==> src/rtl/fwd_pkg.sv <==
package fwd_pkg;
    typedef enum logic [1:0] {
        KIND_IO   = 2'd0,
        KIND_MEM  = 2'd1,
        KIND_PREF = 2'd2,
        KIND_RSVD = 2'd3
    } kind_e;

    localparam int NUM_KINDS = 3;

    typedef struct packed {
        logic io_en;
        logic mem_en;
        logic master_en;
    } cmd_t;
endpackage

==> src/rtl/fwd_cfg_bank.sv <==
module fwd_cfg_bank
    import fwd_pkg::*;
#(
    parameter int ADDR_W  = 32,
    parameter int NUM_WIN = 6,
    parameter int IDX_W   = 4,
    parameter int DATA_W  = 32
) (
    input  logic                            clk,
    input  logic                            rst_n,
    input  logic                            cfg_we,
    input  logic [IDX_W-1:0]                cfg_idx,
    input  logic [DATA_W-1:0]               cfg_wdata,
    input  logic                            cfg_idle,
    output logic [NUM_WIN-1:0][ADDR_W-1:0]  base_o,
    output logic [NUM_WIN-1:0][ADDR_W-1:0]  limit_o,
    output cmd_t                            cmd_o
);
    localparam int CMD_IDX = 2 * NUM_WIN;

    typedef struct packed {
        logic [NUM_WIN-1:0][ADDR_W-1:0] base;
        logic [NUM_WIN-1:0][ADDR_W-1:0] limit;
        cmd_t                           cmd;
    } bank_t;

    typedef struct packed {
        bank_t live;
        bank_t shadow;
    } state_t;

    state_t st_d, st_q;

    always_comb begin
        st_d = st_q;
        if (cfg_we) begin
            for (int w = 0; w < NUM_WIN; w++) begin
                if (cfg_idx == IDX_W'(2 * w))
                    st_d.live.base[w] = cfg_wdata[ADDR_W-1:0];
                if (cfg_idx == IDX_W'(2 * w + 1))
                    st_d.live.limit[w] = cfg_wdata[ADDR_W-1:0];
            end
            if (cfg_idx == IDX_W'(CMD_IDX)) begin
                st_d.live.cmd.io_en     = cfg_wdata[0];
                st_d.live.cmd.mem_en    = cfg_wdata[1];
                st_d.live.cmd.master_en = cfg_wdata[2];
            end
        end
        if (cfg_idle)
            st_d.shadow = st_q.live;
    end

    always_ff @(posedge clk or negedge rst_n) begin
        if (!rst_n) begin
            for (int w = 0; w < NUM_WIN; w++) begin
                st_q.live.base[w]    <= '1;
                st_q.live.limit[w]   <= '0;
                st_q.shadow.base[w]  <= '1;
                st_q.shadow.limit[w] <= '0;
            end
            st_q.live.cmd   <= '0;
            st_q.shadow.cmd <= '0;
        end else begin
            st_q <= st_d;
        end
    end

    assign base_o  = st_q.shadow.base;
    assign limit_o = st_q.shadow.limit;
    assign cmd_o   = st_q.shadow.cmd;

    AST_SHADOW_HOLD: assert property (@(posedge clk) disable iff (!rst_n)
        !$past(cfg_idle) |-> ($stable(base_o) && $stable(limit_o) && $stable(cmd_o)));
endmodule

==> src/rtl/fwd_win_match.sv <==
module fwd_win_match #(
    parameter int ADDR_W  = 32,
    parameter int NUM_WIN = 6
) (
    input  logic [ADDR_W-1:0]               addr_i,
    input  logic [NUM_WIN-1:0][ADDR_W-1:0]  base_i,
    input  logic [NUM_WIN-1:0][ADDR_W-1:0]  limit_i,
    output logic [NUM_WIN-1:0]              hit_o
);
    for (genvar w = 0; w < NUM_WIN; w++) begin : g_win
        logic above_base, below_limit;
        assign above_base  = (addr_i >= base_i[w]);
        assign below_limit = (addr_i <= limit_i[w]);
        assign hit_o[w]    = above_base && below_limit;
    end
endmodule

==> src/rtl/fwd_decoder.sv <==
module fwd_decoder
    import fwd_pkg::*;
#(
    parameter int ADDR_W       = 32,
    parameter int WIN_PER_KIND = 2,
    parameter int IDX_W        = 4
) (
    input  logic              clk,
    input  logic              rst_n,
    input  logic              cfg_we,
    input  logic [IDX_W-1:0]  cfg_idx,
    input  logic [31:0]       cfg_wdata,
    input  logic              cfg_idle,
    input  logic              txn_valid,
    input  logic              txn_src,
    input  logic [1:0]        txn_kind,
    input  logic [ADDR_W-1:0] txn_addr,
    output logic              fwd_down,
    output logic              fwd_up,
    output logic              fwd_ignore,
    output logic [ADDR_W-1:0] fwd_addr
);
    localparam int NUM_WIN = NUM_KINDS * WIN_PER_KIND;

    logic [NUM_WIN-1:0][ADDR_W-1:0] base_s, limit_s;
    cmd_t                           cmd_s;
    logic [NUM_WIN-1:0]             win_hit;
    logic [NUM_KINDS-1:0]           kind_hit;

    fwd_cfg_bank #(
        .ADDR_W (ADDR_W),
        .NUM_WIN(NUM_WIN),
        .IDX_W  (IDX_W),
        .DATA_W (32)
    ) cfg_i (
        .clk      (clk),
        .rst_n    (rst_n),
        .cfg_we   (cfg_we),
        .cfg_idx  (cfg_idx),
        .cfg_wdata(cfg_wdata),
        .cfg_idle (cfg_idle),
        .base_o   (base_s),
        .limit_o  (limit_s),
        .cmd_o    (cmd_s)
    );

    fwd_win_match #(
        .ADDR_W (ADDR_W),
        .NUM_WIN(NUM_WIN)
    ) match_i (
        .addr_i (txn_addr),
        .base_i (base_s),
        .limit_i(limit_s),
        .hit_o  (win_hit)
    );

    for (genvar k = 0; k < NUM_KINDS; k++) begin : g_kind
        assign kind_hit[k] = |win_hit[k*WIN_PER_KIND +: WIN_PER_KIND];
    end

    typedef struct packed {
        logic              down;
        logic              up;
        logic              ign;
        logic [ADDR_W-1:0] addr;
    } out_t;

    out_t out_d, out_q;
    logic sel_hit, sel_ok, prim_en;

    always_comb begin
        sel_hit = 1'b0;
        sel_ok  = 1'b1;
        prim_en = cmd_s.mem_en;
        case (kind_e'(txn_kind))
            KIND_IO:   begin sel_hit = kind_hit[0]; prim_en = cmd_s.io_en; end
            KIND_MEM:  sel_hit = kind_hit[1];
            KIND_PREF: sel_hit = kind_hit[2];
            default:   sel_ok = 1'b0;
        endcase

        out_d      = '0;
        out_d.addr = out_q.addr;
        if (txn_valid) begin
            out_d.addr = txn_addr;
            if (!txn_src) begin
                if (sel_ok && prim_en && sel_hit) out_d.down = 1'b1;
                else                              out_d.ign  = 1'b1;
            end else begin
                if (sel_ok && cmd_s.master_en && !sel_hit) out_d.up  = 1'b1;
                else                                       out_d.ign = 1'b1;
            end
        end
    end

    always_ff @(posedge clk or negedge rst_n) begin
        if (!rst_n) out_q <= '0;
        else        out_q <= out_d;
    end

    assign fwd_down   = out_q.down;
    assign fwd_up     = out_q.up;
    assign fwd_ignore = out_q.ign;
    assign fwd_addr   = out_q.addr;

    AST_ONE_RESULT: assert property (@(posedge clk) disable iff (!rst_n)
        $past(txn_valid) |-> ($countones({fwd_down, fwd_up, fwd_ignore}) == 1));
    AST_QUIET_IDLE: assert property (@(posedge clk) disable iff (!rst_n)
        !$past(txn_valid) |-> ({fwd_down, fwd_up, fwd_ignore} == 3'b000));
    AST_ADDR_PASS: assert property (@(posedge clk) disable iff (!rst_n)
        $past(txn_valid) |-> (fwd_addr == $past(txn_addr)));
    AST_MASTER_GATE: assert property (@(posedge clk) disable iff (!rst_n)
        $past(txn_valid && txn_src && !cmd_s.master_en) |-> fwd_ignore);
    AST_IO_GATE: assert property (@(posedge clk) disable iff (!rst_n)
        $past(txn_valid && !txn_src && txn_kind == 2'd0 && !cmd_s.io_en) |-> fwd_ignore);
    AST_SIDE_DIR: assert property (@(posedge clk) disable iff (!rst_n)
        $past(txn_valid) |-> (!(fwd_down && $past(txn_src)) && !(fwd_up && !$past(txn_src))));
endmodule

==> config.mk <==
export PLATFORM = sky130hd
export DESIGN_NAME = fwd_decoder
export DESIGN_NICKNAME = d
export VERILOG_FILES = /design/src/rtl/fwd_pkg.sv /design/src/rtl/fwd_cfg_bank.sv /design/src/rtl/fwd_win_match.sv /design/src/rtl/fwd_decoder.sv
export SDC_FILE = /design/constraint.sdc
export NUM_CORES = 1
export LEC_CHECK = 0
export CAP_MARGIN = 15
export CELL_PAD_IN_SITES_DETAIL_PLACEMENT = 0
export CELL_PAD_IN_SITES_GLOBAL_PLACEMENT = 1
export CORE_ASPECT_RATIO = 0.5
export CORE_MARGIN = 3
export CORE_UTILIZATION = 54
export CTS_BUF_LIST = sky130_fd_sc_hd__clkbuf_2
export DETAILED_ROUTE_END_ITERATION = 8
export DONT_BUFFER_PORTS = 1
export GPL_ROUTABILITY_DRIVEN = 0
export GPL_TIMING_DRIVEN = 0
export PLACE_DENSITY_LB_ADDON = 0.1
export RECOVER_POWER = 25
export SKIP_LAST_GASP = 1
export SLEW_MARGIN = 20
export SYNTH_ARGS = -nofsm -noshare
export SYNTH_HDL_FRONTEND = slang
export SYNTH_SLANG_ARGS = --single-unit
==> constraint.sdc <==
create_clock -name clk -period 3.2 [get_ports clk]
set_input_delay 0.32 -clock clk [delete_from_list [all_inputs] [get_ports clk]]
set_output_delay 0.32 -clock clk [all_outputs]
set_load 0.05 [all_outputs]
==> impl_metrics.yaml, run 1 <==
clock_network:
  cts_root_buf: "clkbuf_2"
  cts_tree: "yes"
  numCtsBuffers: 181
  clk_path_buf_depth: 3
  worstSkewPairLatency_ps: 1380
  cts.sinks: 809
  path_clk_slew_ps: 110
  htreeDepth: 4
drt:
  wl_per_cell_um: 23.24
  vias_per_cell: 5.623
  post-route-drc-count: 0
  drt_iter0_drc: 2040
  vias: 28340
  wirelength_um: 117100
  firstDrtPassIters: 6
  final_antenna_net_count: 0
sta:
  slew_violations: 148
  setup_violations: 3
  period_share_pct: 109.9
  hold_viol: 0
  clock.fmax_mhz: 284.4
  skew_ps: 72.61
  slew_headroom_pct: -34.27
  tightest_slew_ps: 2014
  rsz0062_at_grt: "true"
  post-route-min-period_ps: 3516
  fin_ws_ps: -316.2
  finalSetupTns_ps: -657.5
power:
  irDropWorstVdd_uv: 322.5
  p_int_mw: 18.81
  clockPowerShare_pct: 25.6
  comb_power_share_pct: 23.1
  p_per_area_nw_per_um2: 618.9
  p_seq_share_pct: 51.2
  p_leak_nw: 20.13
  p_sw_mw: 8.805
  swShare_pct: 31.89
synthesis:
  syn-instance-count: 3528
  synth-edff-count: 0
  synth_ff_type: "dfrtp_1"
  syn_nets: 3988
  yosysSeqAreaShare_pct: 52.72
  ys_async_sr_fraction_pct: 100.0
  syn_area_per_cell_sq_um: 11.14
  synth_cell_types: 71
  synth.cell_area_sq_um: 39310
  yosys-top-cells-count: "nand2_1, dfrtp_1, mux2_2"
  synth_top_cell_area_share_pct: 27.05
  synth_area_leaders: "dfrtp_1, dfstp_2, ha_1"
  yosys_warnings: 0
  ys_ff_latch: 809
  yosys.area.top_type: "dfrtp_1"
  synth_most_common_cell: "nand2_1"
critical_path:
  critPathMaxFanout: 3
  crit_chain: "inv_1 > ha_1 > nand4_1 > nor4_2 > a21bo_1 > a31oi_1 > a2111oi_0 > o32ai_1 > o21ai_4 > and4bb_1 > nor4b_4"
  cpPeakStageDelay_ps: 700
  critPathLaunch: "cfg_i.limit_o[172]"
  crit_arrival_ps: 4780
  path_class: "flip-flop to flip-flop"
  crit_family: "simple AND/OR/NAND/NOR gates"
  worstPathRequired_ps: 4470
  startpoint_type: "flip-flop"
  worstSetupEndpointType: "flip-flop"
  rrSetupSlack_ps: -320
  reg2reg_depth: 11
  timing.rr.start: "cfg_i.limit_o[172]"
  crit_buf_inv: 1
  rr_endpoint: "fwd_ignore"
  crit_end: "fwd_ignore"
  critPathSlowestCell: "nor4_2"
  path_depth: 11
global_route:
  met1_usage_pct: 46.28
  grt_util_met3_pct: 6.048
  grt_use_total_pct: 31.13
  grt_max_degree: 810
  grt_pass1_vias: 28380
  grt_pass1_wl_um: 176500
  gr-total-overflow: 0
  use_met2_pct: 46.70
  antenna_found_initial: 5
  grt_busiest_layer: "met2"
floorplanning:
  fp.dieH_um: 196.8
  fp.dieW_um: 387.6
  die_area_sq_um: 76270
  rows: 69
  design.portCount: 111
  core_sq_um: 71570
  initial_core_util_pct: 54.93
finish:
  nets: 4379
  multi_input_area_sq_um: 16720
  syn_to_final_growth_pct: 13.48
  drive_gt1_share_pct: 28.31
  fillers: 6001
  finalCoreUtilization_pct: 62.34
  seq_area_sq_um: 20720
run_status:
  violations: "max-capacitance violations, max-slew violations, negative setup slack"
  status: "finished with violations"
placement:
  placement.io_buffers: 0
  dp_hpwl_um: 74120
job:
  maxCapViolCount: 1
hold_path:
  hp-class: "primary input to flip-flop"
-- cell type report --
class / count / share of cell area (%)
Sequential cell: 809 / 46.45
Multi-Input combinational cell: 2182 / 37.47
Timing Repair Buffer: 208 / 4.801
Clock buffer: 289 / 3.242
Inverter: 377 / 3.172
Tap cell: 958 / 2.687
Buffer: 160 / 1.408
Clock inverter: 51 / 0.7376
Antenna cell: 5 / 0.02805
-- sequential cells by signal, indices dropped and copies added, names as in the netlist --
register and flops:
cfg_i.base_o 192, cfg_i.cmd_o 3, cfg_i.limit_o 192, cfg_i.st_q 387, fwd_addr 32, fwd_down 1, fwd_ignore 1, fwd_up 1
-- worst min-delay path: stages --
cell,delay [ps]
ha_1,120
a21oi_1,30
o21ai_0,210
a221oi_1,100
o2bb2ai_1,150
a311oi_1,80
o21ai_1,130
nor2_1,50
o21a_1,210
-- logic make-up after synthesis --
logic type / after synthesis / synth area share [%]
AND/OR/NAND/NOR: 690 / 7.848
AO/OA/AOI/OAI: 673 / 9.576
multiplexers: 435 / 12.46
buffers and inverters: 537 / 5.181
flip-flops: 809 / 52.72
adder cells (fa/ha/maj): 384 / 12.22
-- routing by layer --
layer | wire length (um) | up-vias
met5 | 21 | -
met4 | 2524 | 4
met3 | 8093 | 198
met2 | 50380 | 846
met1 | 56070 | 14290
li1 | - | 13000
-- stage by stage --
stage	cells	hold slack, ps	total power [mW]	cell area (sq um)	setup slack, ps
6_report	5039	107.7	27.61	44610	-316.2
5_1_grt	5038	2.030	29.50	44610	-330.3
4_1_cts	5025	-1464	27.46	44440	-245.3
3_5_place_dp	4486	61.53	19.84	40520	-979.9
3_3_place_gp	4486	63.17	19.52	40510	-1001
2_1_floorplan	3528	24.41	18.24	39310	466.0
-- power groups by stage --
stage / Clock (mW) / Combinational, mW / Sequential, mW
after floorplan: 0 / 4.18 / 14.1
after global placement: 0 / 5.29 / 14.2
after detailed placement: 0 / 5.53 / 14.3
after CTS: 7.22 / 6.11 / 14.1
after global routing: 7.83 / 7.27 / 14.4
final: 7.08 / 6.39 / 14.1
-- cells in the final DEF (no fill, tap or decap), types with 6 or more instances in the layout --
cell type | synthesis | routed
nand2b_1 | 11 | 11
and4_1 | 17 | 17
a21oi_1 | 133 | 132
clkbuf_1 | 143 | 144
o21ai_0 | 413 | 410
nand4_1 | 57 | 57
dfstp_2 | 384 | 384
a21o_1 | 41 | 41
nor2_1 | 48 | 48
mux2_2 | 414 | 414
nor2b_1 | 13 | 13
inv_2 | 0 | 10
nand3_1 | 31 | 30
o211ai_1 | 8 | 8
a211oi_1 | 14 | 13
ha_1 | 384 | 378
dlygate4sd3_1 | 0 | 200
ha_4 | 0 | 6
nor3_1 | 15 | 13
clkinv_1 | 0 | 38
clkbuf_2 | 1 | 295
nand2_1 | 466 | 466
inv_1 | 377 | 370
a221oi_1 | 8 | 7
mux2_1 | 20 | 20
buf_1 | 14 | 8
dfrtp_1 | 425 | 425
a2111oi_0 | 7 | 6
o21ai_1 | 9 | 12
-- timing repair --
action                                  in CTS  in global routing
hold buffers                               197                  3
hold endpoints to repair                  1401                335
pin swaps                                   10                  6
endpoints found under the setup margin       3                  5
setup buffers                                2                  1
resized for setup                           28                  5
-- worst min-delay path by stage --
stage                       from                 end  slack, ps  cells after the start
finish              txn_addr[17]            fwd_down        110                      9
global route         txn_addr[0]         fwd_addr[0]          2                      3
CTS                        rst_n        fwd_addr[28]      -1460                      0
detailed placement         rst_n     cfg_i.st_q[543]         60                      0
global placement           rst_n  cfg_i.limit_o[154]         60                      0
floorplan                  rst_n      cfg_i.cmd_o[0]         20                      0
(Power assumes the default switching activity.)
==> run 2, diff against run 1 <==
- CTS_BUF_LIST: sky130_fd_sc_hd__clkbuf_2 -> sky130_fd_sc_hd__clkbuf_8
==> run 2 against run 1 <==
Net effect: the flow still finishes with violations (max-capacitance violations, max-slew violations, negative setup slack); utilization down 0.80 points; cell area down 1.3%; die area unchanged; clock power up 23%; worst hold slack worse by 23 ps; flip-flop and latch count unchanged; sequential power about the same; maximum frequency up 0.32%; non-clock buffer count down 123; setup slack better by 11 ps; count of clock-buffer cells in the layout down 139; global-route usage down 1.1 points; highest routed layer is now met4.
==> impl_metrics.yaml, run 2 (same netlist as run 1, synthesis figures left out) <==
finish:
  fillers: 5911
  mostFrequentLayoutCell: "nand2_1"
  seq_area_sq_um: 20720
  nets: 4191
  syn_to_final_growth_pct: 12.03
  multi_input_area_sq_um: 16720
  final_cell_count_no_fill: 4791
  layout_common_cells: "nand2_1, dfrtp_1, inv_1"
  top_register: "cfg_i.st_q"
  drive_gt1_share_pct: 26.62
  largest_reg_flops: 387
floorplanning:
  rows: 69
  design.portCount: 111
  initial_core_util_pct: 54.93
  fp.dieW_um: 387.6
  fp.dieH_um: 196.8
  die_area_sq_um: 76270
  core_sq_um: 71570
global_route:
  use_met2_pct: 44.71
  grt_max_degree: 810
  antenna_found_initial: 3
  gr-total-overflow: 0
  grt_util_met3_pct: 4.914
  grt_busiest_layer: "met1"
  met1_usage_pct: 45.89
  grt_pass1_vias: 27200
  grt_pass1_wl_um: 170900
  grt_use_total_pct: 30.05
critical_path:
  crit_arrival_ps: 4180
  worstPathRequired_ps: 3870
  critPathLaunch: "cfg_i.limit_o[173]"
  rrSetupSlack_ps: -310
  worstSetupEndpointType: "flip-flop"
  timing.rr.start: "cfg_i.limit_o[173]"
  critPathMaxFanout: 3
  startpoint_type: "flip-flop"
  path_class: "flip-flop to flip-flop"
drt:
  firstDrtPassIters: 6
  vias: 27180
  post-route-drc-count: 0
  vias_per_cell: 5.673
  wl_per_cell_um: 23.61
  drt_iter0_drc: 2172
  wirelength_um: 113100
  final_antenna_net_count: 0
power:
  p_per_area_nw_per_um2: 654.6
  p_leak_nw: 19.66
  fin_total_pwr_mw: 28.83
  irDropWorstVdd_uv: 351.8
clock_network:
  htreeDepth: 3
  worstSkewPairLatency_ps: 790
  clk_path_buf_depth: 3
  cts_tree: "yes"
  cts_root_buf: "clkbuf_8"
  path_clk_slew_ps: 70
  numCtsBuffers: 116
  cts.sinks: 809
sta:
  rsz0062_at_grt: "true"
  period_share_pct: 109.5
  skew_ps: 28.31
  fin_ws_ps: -305.1
  setup_violations: 3
  post-route-min-period_ps: 3505
  slew_headroom_pct: -41.79
  tightest_slew_ps: 2127
  hold_slack_ps: 84.38
  clock.fmax_mhz: 285.3
  slew_violations: 171
  hold_viol: 0
run_status:
  status: "finished with violations"
  violations: "max-capacitance violations, max-slew violations, negative setup slack"
placement:
  placed_cells: 4486
  dp_hpwl_um: 74120
  placement.io_buffers: 0
hold_path:
  hold_start: "cfg_idx[0]"
  hp-class: "primary input to flip-flop"
job:
  maxCapViolCount: 1
## run 2: power by group
| group | internal, mW | switching (mW) |
|---|---|---|
| combinational | 2.64 | 3.35 |
| sequential | 13.1 | 1.02 |
| clock | 4.51 | 4.17 |
| total | 20.3 | 8.54 |
## run 2: repair_timing
action,4_1_cts,5_1_grt
endpoints found under the setup margin,3,3
hold buffers,75,3
setup buffers,2,0
gates resized for setup,21,8
pin swaps,9,7
hold endpoints to repair,914,223
## run 2: layer usage
layer  vias up  share of wire [%]
met4         0                2.1
met1     13800                 49
li1      12510                  -
met3       155                6.5
met2       717                 43
met5         -                  0
## run 2: path summary, 6_finish.rpt
check,cells after the start,endpoint
worst min register to register,2,cfg_i.base_o[21]
min in group asynchronous,2,cfg_i.st_q[705]
worst max-delay path,11,fwd_ignore
worst min-delay path,3,cfg_i.st_q[454]
worst max register to register,11,fwd_ignore
max in group asynchronous,3,cfg_i.limit_o[87]
## run 2: cell type report
type | count | share of cell area, %
clock inverter | 68 | 0.8722
sequential | 809 | 47.06
tap | 958 | 2.722
clock buffer | 150 | 4.688
inverter | 377 | 3.213
antenna | 2 | 0.01136
multi-input combinational | 2182 | 37.95
timing repair buffer | 85 | 2.060
buffer | 160 | 1.423
## run 2: worst max-delay path, stage by stage, from the launching register on
cell and delay, ps:
dfrtp_1 330, inv_1 50, ha_1 290, nand4_1 230
nor4_2 690, a21bo_1 280, a31oi_1 360, a2111oi_0 160
o32ai_1 260, o21ai_4 130, and4bb_1 270, nor4b_4 350
## run 2: metrics by stage
step	TNS [ps]	util (%)	instance area [sq um]	setup slack, ps
2_1_floorplan	0	-	39310	466.0
3_3_place_gp	-2490	56.61	40510	-1001
3_5_place_dp	-2455	56.62	40520	-979.9
4_1_cts	-499.8	61.29	43860	-271.2
5_1_grt	-13710	61.53	44040	-341.4
6_report	-687.3	61.54	44040	-305.1
